## src/rtl/ovw_ring_pkg.sv

```systemverilog
package ovw_ring_pkg;

  typedef enum logic [2:0] {
    OP_IDLE,
    OP_PUSH,
    OP_POP,
    OP_BOTH,
    OP_OVERWRITE,
    OP_CLEAR
  } ring_op_e;

  function automatic logic op_stores(ring_op_e op);
    return (op == OP_PUSH) || (op == OP_BOTH) || (op == OP_OVERWRITE);
  endfunction

  function automatic logic op_pops(ring_op_e op);
    return (op == OP_POP) || (op == OP_BOTH);
  endfunction

endpackage

```

## src/rtl/ovw_ring_mem.sv

```systemverilog
module ovw_ring_mem #(
  parameter int DEPTH = 24,
  parameter int WIDTH = 18,
  localparam int AW = $clog2(DEPTH)
) (
  input  logic             clk,
  input  logic             rst,
  input  logic             we,
  input  logic [AW-1:0]    waddr,
  input  logic [WIDTH-1:0] wdata,
  input  logic             re,
  input  logic [AW-1:0]    raddr,
  output logic [WIDTH-1:0] rdata
);

  logic [WIDTH-1:0] ram [DEPTH];

  always_ff @(posedge clk) begin
    if (we) begin
      ram[waddr] <= wdata;
    end
  end

  // read-first output register with its own synchronous reset
  always_ff @(posedge clk) begin
    if (rst) begin
      rdata <= '0;
    end else if (re) begin
      rdata <= ram[raddr];
    end
  end

endmodule

```

## src/rtl/ovw_ring_decode.sv

```systemverilog
module ovw_ring_decode
  import ovw_ring_pkg::*;
#(
  parameter int DEPTH = 24,
  localparam int CW = $clog2(DEPTH + 1)
) (
  input  logic          wr_stb,
  input  logic          rd_stb,
  input  logic          clear,
  input  logic [CW-1:0] occ,
  output ring_op_e      op
);

  localparam logic [CW-1:0] FULL_CNT = CW'(DEPTH);

  logic has_data;
  logic is_full;

  assign has_data = (occ != '0);
  assign is_full  = (occ == FULL_CNT);

  always_comb begin
    if (clear) begin
      op = OP_CLEAR;
    end else if (wr_stb && rd_stb && has_data) begin
      op = OP_BOTH;
    end else if (wr_stb && is_full) begin
      op = OP_OVERWRITE;
    end else if (wr_stb) begin
      op = OP_PUSH;
    end else if (rd_stb && has_data) begin
      op = OP_POP;
    end else begin
      op = OP_IDLE;
    end
  end

endmodule

```

## src/rtl/ovw_ring_ctrl.sv

```systemverilog
module ovw_ring_ctrl
  import ovw_ring_pkg::*;
#(
  parameter int DEPTH = 24,
  localparam int AW = $clog2(DEPTH),
  localparam int CW = $clog2(DEPTH + 1)
) (
  input  logic          clk,
  input  logic          rst,
  input  ring_op_e      op,
  input  logic          stat_rd_stb,
  output logic [AW-1:0] wr_ptr,
  output logic [AW-1:0] rd_ptr,
  output logic [CW-1:0] occ,
  output logic          irq_nempty,
  output logic          irq_full,
  output logic          flag_ovf,
  output logic          resync_req
);

  localparam logic [AW-1:0] LAST_SLOT = AW'(DEPTH - 1);
  localparam logic [CW-1:0] FULL_CNT  = CW'(DEPTH);

  logic [CW-1:0] occ_nxt;
  logic [AW-1:0] drain_cnt;
  logic          adv_wr;
  logic          adv_rd;

  function automatic logic [AW-1:0] bump(logic [AW-1:0] p);
    return (p == LAST_SLOT) ? '0 : p + AW'(1);
  endfunction

  assign adv_wr = op_stores(op);
  assign adv_rd = op_pops(op) || (op == OP_OVERWRITE);

  always_comb begin
    case (op)
      OP_PUSH:  occ_nxt = occ + CW'(1);
      OP_POP:   occ_nxt = occ - CW'(1);
      OP_CLEAR: occ_nxt = '0;
      default:  occ_nxt = occ;
    endcase
  end

  always_ff @(posedge clk) begin
    if (rst || op == OP_CLEAR) begin
      wr_ptr <= '0;
      rd_ptr <= '0;
      occ    <= '0;
    end else begin
      if (adv_wr) wr_ptr <= bump(wr_ptr);
      if (adv_rd) rd_ptr <= bump(rd_ptr);
      occ <= occ_nxt;
    end
  end

  always_ff @(posedge clk) begin
    if (rst) begin
      irq_nempty <= 1'b0;
      irq_full   <= 1'b0;
      resync_req <= 1'b0;
    end else begin
      resync_req <= (op == OP_CLEAR);
      irq_full   <= (occ_nxt == FULL_CNT);
      if (op == OP_CLEAR) begin
        irq_nempty <= 1'b0;
      end else if (adv_wr) begin
        irq_nempty <= 1'b1;
      end else if (stat_rd_stb) begin
        irq_nempty <= 1'b0;
      end
    end
  end

  // overflow release: count pops since the latest overwrite
  always_ff @(posedge clk) begin
    if (rst || op == OP_CLEAR) begin
      flag_ovf  <= 1'b0;
      drain_cnt <= '0;
    end else if (op == OP_OVERWRITE) begin
      flag_ovf  <= 1'b1;
      drain_cnt <= '0;
    end else if (flag_ovf && op_pops(op)) begin
      if (drain_cnt == LAST_SLOT) begin
        flag_ovf  <= 1'b0;
        drain_cnt <= '0;
      end else begin
        drain_cnt <= drain_cnt + AW'(1);
      end
    end
  end

endmodule

```

## src/rtl/ovw_block_ring.sv

```systemverilog
module ovw_block_ring
  import ovw_ring_pkg::*;
#(
  parameter int DEPTH  = 24,
  parameter int DATA_W = 16,
  parameter int ID_W   = 2
) (
  input  logic              clk,
  input  logic              rst,
  input  logic              wr_stb,
  input  logic [DATA_W-1:0] wr_data,
  input  logic [ID_W-1:0]   wr_id,
  input  logic              rd_stb,
  output logic [DATA_W-1:0] rd_data,
  output logic [ID_W-1:0]   rd_id,
  input  logic              stat_rd_stb,
  input  logic              ctl_wr_stb,
  input  logic              ctl_ares,
  output logic              irq_nempty,
  output logic              irq_full,
  output logic              flag_ovf,
  output logic              resync_req
);

  localparam int ENT_W = DATA_W + ID_W;
  localparam int AW    = $clog2(DEPTH);
  localparam int CW    = $clog2(DEPTH + 1);

  ring_op_e      op;
  logic          clear;
  logic [AW-1:0] wr_ptr;
  logic [AW-1:0] rd_ptr;
  logic [CW-1:0] occ;
  logic [ENT_W-1:0] rd_word;

  assign clear = ctl_wr_stb && ctl_ares;

  ovw_ring_decode #(.DEPTH(DEPTH)) u_decode (
    .wr_stb (wr_stb),
    .rd_stb (rd_stb),
    .clear  (clear),
    .occ    (occ),
    .op     (op)
  );

  ovw_ring_ctrl #(.DEPTH(DEPTH)) u_ctrl (
    .clk         (clk),
    .rst         (rst),
    .op          (op),
    .stat_rd_stb (stat_rd_stb),
    .wr_ptr      (wr_ptr),
    .rd_ptr      (rd_ptr),
    .occ         (occ),
    .irq_nempty  (irq_nempty),
    .irq_full    (irq_full),
    .flag_ovf    (flag_ovf),
    .resync_req  (resync_req)
  );

  ovw_ring_mem #(.DEPTH(DEPTH), .WIDTH(ENT_W)) u_mem (
    .clk   (clk),
    .rst   (rst),
    .we    (op_stores(op)),
    .waddr (wr_ptr),
    .wdata ({wr_id, wr_data}),
    .re    (rd_stb),
    .raddr (rd_ptr),
    .rdata (rd_word)
  );

  assign rd_data = rd_word[DATA_W-1:0];
  assign rd_id   = rd_word[ENT_W-1:DATA_W];

endmodule

```

## config.mk

```make
export PLATFORM = sky130hd
export DESIGN_NAME = ovw_block_ring
export DESIGN_NICKNAME = d
export VERILOG_FILES = /design/src/rtl/ovw_ring_pkg.sv /design/src/rtl/ovw_ring_mem.sv /design/src/rtl/ovw_ring_decode.sv /design/src/rtl/ovw_ring_ctrl.sv /design/src/rtl/ovw_block_ring.sv
export SDC_FILE = /design/constraint.sdc
export NUM_CORES = 1
export LEC_CHECK = 0
export ABC_CLOCK_PERIOD_IN_PS = 4520
export CELL_PAD_IN_SITES_DETAIL_PLACEMENT = 0
export CELL_PAD_IN_SITES_GLOBAL_PLACEMENT = 1
export CORE_MARGIN = 2
export CORE_UTILIZATION = 40
export CTS_CLUSTER_DIAMETER = 50
export DETAILED_ROUTE_END_ITERATION = 7
export PLACE_DENSITY = 0.67
export SLEW_MARGIN = 15
export SYNTH_ARGS = -nofsm -noshare
export SYNTH_HDL_FRONTEND = slang
export SYNTH_SLANG_ARGS = --single-unit
```

## constraint.sdc

```tcl
create_clock -name clk -period 4.52 [get_ports clk]
set_input_delay 0.452 -clock clk [delete_from_list [all_inputs] [get_ports clk]]
set_output_delay 0.452 -clock clk [all_outputs]
set_load 0.02 [all_outputs]
```

Yosys cells after proc, flatten, opt, wreduce, memory -nomap -nowiden
Memory sizes are Yosys's and may differ from the RTL's. A register that Yosys moved wholly into a read port is not among the register bits.
Index checks and enable logic that the tools add are counted.
{"block": "word_totals", "ff_bits": 24, "ram_bits": 432, "inputBits": 25, "out_inout_bits": 22, "elab_cells": 58, "memories": 1}
{"memory": "u_mem.ram", "depth": 24, "word_bits": 18, "read_ports": 1, "rd_clocked_by_memory_dff": 1, "wr": 1, "line_no": "ovw_ring_mem.sv:16", "rtl": "logic [WIDTH-1:0] ram [DEPTH];"}
{"block": "op_classes", "add_sub_neg": 5, "eq_ne": 10, "n_mux": 16, "reduce_logical": 18}
{"op": "equality test 5 bit (second input constant)", "n": 5}
{"op": "adder 5 x 1 -> 5 bit (second input constant)", "n": 4}
{"op": "two-way mux 5 bit", "n": 3}
{"op": "case mux 5 bit (3 select lines)", "n": 1}
{"op": "two-way mux 3 bit", "n": 4}
{"op": "two-way mux 1 bit", "n": 7}
{"op": "equality test 3 x 2 -> 1 bit (second input constant)", "n": 2}
{"op": "equality test 3 bit (second input constant)", "n": 2}
{"op": "logical AND 1 bit", "n": 6}
{"op": "nonzero test 2 bit", "n": 3}
{"op": "logical OR 1 bit", "n": 5}
{"op": "nonzero test 5 bit", "n": 1}
{"op": "subtractor 5 x 1 -> 5 bit (second input constant)", "n": 1}
{"op": "OR reduction 2 bit", "n": 2}
{"op": "equality test 3 x 1 -> 1 bit (second input constant)", "n": 1}
{"op": "two-way mux 2 bit", "n": 1}
{"op": "AND reduction 2 bit", "n": 1}

Depth between registers and ports, before layout
{"block": "depth", "depth_word": 12, "ltp_mapped": 10, "mapped_depth_nobuf": 10}

Cells and area by module
Synthesis repeated with hierarchy kept, for this count alone.
{"block": "hier_totals", "hier_cells": 1182, "hier_area_um2": 19188.4}
{"mod": "ovw_ring_mem", "n_inst": 1, "cells_each": 1010, "area_each_um2": 17750.8, "seq_area_each_um2": 13332.8}
{"mod": "ovw_ring_ctrl", "n_inst": 1, "cells_each": 160, "area_each_um2": 1352.5, "seq_area_each_um2": 480.5}
{"mod": "ovw_ring_decode", "n_inst": 1, "cells_each": 9, "area_each_um2": 63.8, "seq_area_each_um2": 0.0}
{"mod": "ovw_block_ring", "n_inst": 1, "cells_each": 3, "area_each_um2": 21.3, "seq_area_each_um2": 0.0}

Worst setup path before layout
OpenSTA, ideal clock, no wires.
{"block": "synth_path", "kind": "flip-flop to flip-flop", "from": "register u_ctrl.occ[1]", "to": "register u_ctrl.irq_full", "setup_time_ns": 0.066, "arrival_ns": 2.511, "t_required_ns": 4.454, "path_slack_ns": 1.943, "path_stages_with_launch": 11, "n_path_buf": 0, "period_less_slack_ns": 2.577, "cell_sequence": "dfxtp_1 -> or4_4 -> o21ai_4 -> or3_1 -> inv_1 -> ha_1 -> nand2b_1 -> a21oi_1 -> or3_1 -> a211o_1 -> a21oi_2"}
{"block": "synth_via", "elab_chain_len": 10, "elab_cells_between_ends": 17, "cone_classes": "2 x add/sub; 5 x eq/ne; 6 x mux; 4 x reduce/logical"}
{"element": "from (decl)", "line_no": "ovw_ring_ctrl.sv:14", "rtl": "output logic [CW-1:0] occ,"}
{"element": "from (signal assigned)", "line_no": "ovw_ring_ctrl.sv:53", "rtl": "occ <= occ_nxt;"}
{"element": "nonzero test 5 bit", "line_no": "ovw_ring_decode.sv:19", "rtl": "assign has_data = (occ != '0);"}
{"element": "logical AND 1 bit", "line_no": "ovw_ring_decode.sv:31", "rtl": "end else if (rd_stb && has_data) begin"}
{"element": "two-way mux 2 bit", "line_no": "ovw_ring_decode.sv:31"}
{"element": "two-way mux 3 bit", "line_no": "ovw_ring_decode.sv:29", "rtl": "end else if (wr_stb) begin"}
{"element": "two-way mux 3 bit", "line_no": "ovw_ring_decode.sv:27", "rtl": "end else if (wr_stb && is_full) begin"}
{"element": "two-way mux 3 bit", "line_no": "ovw_ring_decode.sv:25", "rtl": "end else if (wr_stb && rd_stb && has_data) begin"}
{"element": "two-way mux 3 bit", "line_no": "ovw_ring_decode.sv:23", "rtl": "if (clear) begin"}
{"element": "equality test 3 bit, or another cell as far along", "line_no": "ovw_ring_ctrl.sv:37", "rtl": "case (op)"}
{"element": "case mux 5 bit (3 select lines) (*)", "line_no": "ovw_ring_ctrl.sv:37"}
{"element": "equality test 5 bit (*)", "line_no": "ovw_ring_ctrl.sv:64", "rtl": "irq_full <= (occ_nxt == FULL_CNT);"}
{"element": "to (signal assigned)", "line_no": "ovw_ring_ctrl.sv:64"}
{"element": "to (decl)", "line_no": "ovw_ring_ctrl.sv:16", "rtl": "output logic irq_full,"}
Mark *: on every way between the ends. The rest lies on a longest branch, timed or not.
A chain may end at the register's enable or synchronous reset.

Worst setup path after layout
Ends and elaborated chain as after synthesis.

==> results.sh <==
export IMPL_via_per_inst=5.37
export IMPL_timing_rr_end="u_ctrl.irq_full"
export IMPL_ff2ff_setup_slack_ns=1.65
export IMPL_cts_buffers=51
export IMPL_die_area_mm2=0.0477
export IMPL_outcome="finished clean"
export IMPL_critPathKind="reg2reg"
export IMPL_core_region_area_mm2=0.0454
export IMPL_wirelength_um=39400
export IMPL_hold_class="reg2reg"
export IMPL_hold_depth=2
export IMPL_layout_drive_gt1_share_pct=19.1
export IMPL_max_stage_delay_ns=0.59
export IMPL_io_pins=47
export IMPL_hold_viol_final=0
export IMPL_cp_max_fo=7
export IMPL_netlist_instances=985
export IMPL_cts_clk_slew_worst_paths_ns=0.06
export IMPL_grt_overflow=0
export IMPL_drcViolationCount=0
export IMPL_finish_utilization_pct=46.9
export IMPL_syn_to_final_growth_pct=15.8
export IMPL_antenna_cells=0
export IMPL_antenna_found_initial=0
export IMPL_synth_ff_type="edfxtp_1"
export IMPL_setup_viol=0
export IMPL_reg2reg_from="u_ctrl.occ[1]"
export IMPL_crit_path_top_delay_cell="or4_4"
export IMPL_nNetsFinal=1097
export IMPL_synth_area_mm2=0.0184
export IMPL_place_gp_congestion=0.778
export IMPL_ant_nets=0
export IMPL_final_setup_skew_ns=0.0212
export IMPL_period_share_pct=63.5
export IMPL_timing_fmax_ghz=0.349
export IMPL_post_drt_wl_per_cell_um=23.2
export IMPL_drt_iter0_drc=778
export IMPL_multi_input_comb_area_mm2=0.00438
export IMPL_dp_cells=1609
export IMPL_crit_top_cell="or3_1"
export IMPL_clock_path_buffers=3
export IMPL_power_density_mw_per_mm2=432
export IMPL_finalMaxSlewViolations=0
export IMPL_die_x_um=218
export IMPL_syn_avg_cell_area_um2=18.7
export IMPL_cts_resized=0
export IMPL_port_buffers=46
export IMPL_async_reset_ff_share_pct=0
export IMPL_leakage_uw=0.00639
export IMPL_vias=9137
export IMPL_ir_drop_mv=0.253
export IMPL_fill_cells=3829
export IMPL_ys_warn_count=0
export IMPL_timing_critical_path_cells="or4_4, o21ai_4, or3_1, inv_1, ha_1, nand2b_1, a21oi_1, or3_1, a211o_1, a21oi_2"
export IMPL_min_period_ns=2.87
export IMPL_ys_seq_area_share_pct=75.2
export IMPL_cts_sinks=474
export IMPL_dp_final_hpwl_um=24100
export IMPL_cts_root_buffer="clkbuf_16"
export IMPL_grt_pass1_vias=9344
export IMPL_slew_headroom_pct=24.3
export IMPL_critPathRequiredTime_ns=5.04
export IMPL_cp_start_kind="register"
export IMPL_cts_setup_buffers=0
export IMPL_cap_violations=0
export IMPL_grt_pass1_wl_um=59500
export IMPL_die_h_um=218
export IMPL_worstHoldStart="u_mem.rdata[16]"
export IMPL_rr_worst_depth=10
export IMPL_finalNonFillerCells=1702
export IMPL_rsz0062_at_grt="no"
export IMPL_synth_edf_count=432
export IMPL_cts_tree="built"
export IMPL_gr_usage_all_layers_pct=17.0
export IMPL_worst_pin_slew_ns=1.13
export IMPL_syn_nets=1020
export IMPL_grt_max_degree=61
export IMPL_hold_end="u_mem.rdata[16]"
export IMPL_end_kind="register"
export IMPL_dr_pass1_iters=4
export IMPL_initial_utilization_pct=40.5
export IMPL_arrival_ns=3.39
export IMPL_final_setup_tns_ns=0
export IMPL_synth_seq_cells=474
export IMPL_hold_buffers=0
export IMPL_synth_distinct_cells=51
export IMPL_fp_row_count=78
export IMPL_clk_insertion_delay_late_ns=0.59
export IMPL_htree_levels=2
export IMPL_seqCellArea_mm2=0.0138
export IMPL_crit_start="u_ctrl.occ[1]"
==> critical path: cells and delay by family (launching register included) <==
family	cells	cell delay, ns
flops	1	0.38
compound gates	4	0.77
simple gates	4	1.22
fa+ha+maj	1	0.35
buf+inv	1	0.08
==> worst max-delay path by stage <==
stage,end,cells after the start
after floorplan,u_ctrl.irq_full,10
after global placement,u_mem.ram[18][3],4
after detailed placement,u_mem.ram[18][0],4
after CTS,u_ctrl.irq_full,10
after global routing,u_ctrl.irq_full,10
final,u_ctrl.irq_full,10
==> state kept, by name, summed over array words and instances, names as in the netlist <==
name and flops:
u_mem.ram 432, u_ctrl.occ 5, u_ctrl.irq_nempty 1, u_ctrl.wr_ptr 5
u_ctrl.irq_full 1, u_ctrl.resync_req 1, u_ctrl.drain_cnt 5, u_ctrl.flag_ovf 1
u_mem.rdata 18, u_ctrl.rd_ptr 5
==> per-stage QoR <==
step | total power, µW | setup WS (ns) | cell area [µm²] | hold slack [ns]
finish | 9190 | 1.65 | 21300 | 0.483
global route | 9500 | 1.53 | 21300 | 0.506
CTS | 9300 | 1.69 | 21300 | 0.470
detailed placement | 5330 | 1.33 | 19700 | 0.475
global placement | 5320 | 1.38 | 19700 | 0.467
floorplan | 5130 | 1.94 | 18400 | 0.455
==> cells by family after synthesis <==
kind of cell               synth area share (%)
and+or+nand+nor                            4.41
xor gates and xnor gates                  0.381
adders and majority gates                 0.722
AOI/OAI and AO/OA                          4.65
DFF                                        75.2
muxes                                      13.2
buffers and inverters                      1.41
==> final cells by class <==
type,count,share of cell area (%)
Sequential cell,474,65.0
Multi-Input combinational cell,450,20.6
Clock buffer,68,6.59
Tap cell,600,3.53
Timing Repair Buffer,73,3.13
Clock inverter,25,0.953
Inverter,12,0.212
==> per-layer routing <==
metal  part of all wire [%]  global-route usage [%]
met2                     46                    26.2
met5                      0                       0
met3                    4.5                    3.15
met4                    2.2                    4.74
met1                     47                    24.9
==> cells in the mapped netlist, types with 2 or more instances <==
| library cell | number | area [µm²] |
|---|---|---|
| buf_4 | 3 | 22.5 |
| a21oi_1 | 9 | 45.0 |
| a22oi_1 | 37 | 278 |
| buf_2 | 15 | 75.1 |
| and2_1 | 19 | 119 |
| nor2_1 | 51 | 191 |
| o31ai_1 | 18 | 135 |
| mux2i_1 | 77 | 771 |
| a21o_1 | 2 | 15.0 |
| ha_1 | 9 | 113 |
| mux4_2 | 72 | 1620 |
| buf_1 | 2 | 7.51 |
| edfxtp_1 | 432 | 13000 |
| nand2b_1 | 6 | 37.5 |
| dfxtp_1 | 42 | 841 |
| o21ai_0 | 4 | 20.0 |
| nor4b_2 | 2 | 30.0 |
| a211oi_1 | 21 | 158 |
| nand4_1 | 4 | 25.0 |
| xor2_1 | 3 | 26.3 |
| nand3b_1 | 4 | 30.0 |
| xnor2_1 | 5 | 43.8 |
| a31oi_1 | 2 | 12.5 |
| o22ai_1 | 18 | 113 |
| clkbuf_1 | 29 | 109 |
| inv_1 | 12 | 45.0 |
| or3b_2 | 2 | 17.5 |
| nand3_1 | 22 | 110 |
| nand2_1 | 32 | 120 |
| nor2b_1 | 2 | 12.5 |
| nor3_1 | 3 | 15.0 |
| or3_1 | 7 | 43.8 |
==> cell usage in the layout, fill, tap and decap left out, drive strengths merged, types with 4 or more instances in the layout <==
| cell type | netlist | layout |
|---|---|---|
| edfxtp | 432 | 432 |
| mux2i | 78 | 78 |
| mux4 | 72 | 72 |
| clkbuf | 29 | 68 |
| nor2 | 51 | 51 |
| clkdlybuf4s50 | 0 | 46 |
| dfxtp | 42 | 42 |
| a22oi | 37 | 37 |
| nand2 | 32 | 32 |
| buf | 20 | 27 |
| nand3 | 22 | 22 |
| a211oi | 21 | 21 |
| and2 | 20 | 20 |
| o22ai | 18 | 18 |
| o31ai | 18 | 18 |
| clkinv | 0 | 18 |
| inv | 12 | 17 |
| a21oi | 10 | 10 |
| ha | 9 | 9 |
| or3 | 7 | 7 |
| nand2b | 6 | 6 |
| o21ai | 6 | 6 |
| xnor2 | 5 | 5 |
| nand3b | 4 | 4 |
| nand4 | 4 | 4 |
==> power by group <==
group	internal [µW]	switching (µW)	total, µW	leakage, µW
Sequential	4820	28.4	4850	0.00424
Clock	2300	1660	3960	0.000783
Combinational	148	238	386	0.00137
Total	7270	1930	9190	0.00639
Note: power is estimated with default switching activity, not from simulation.
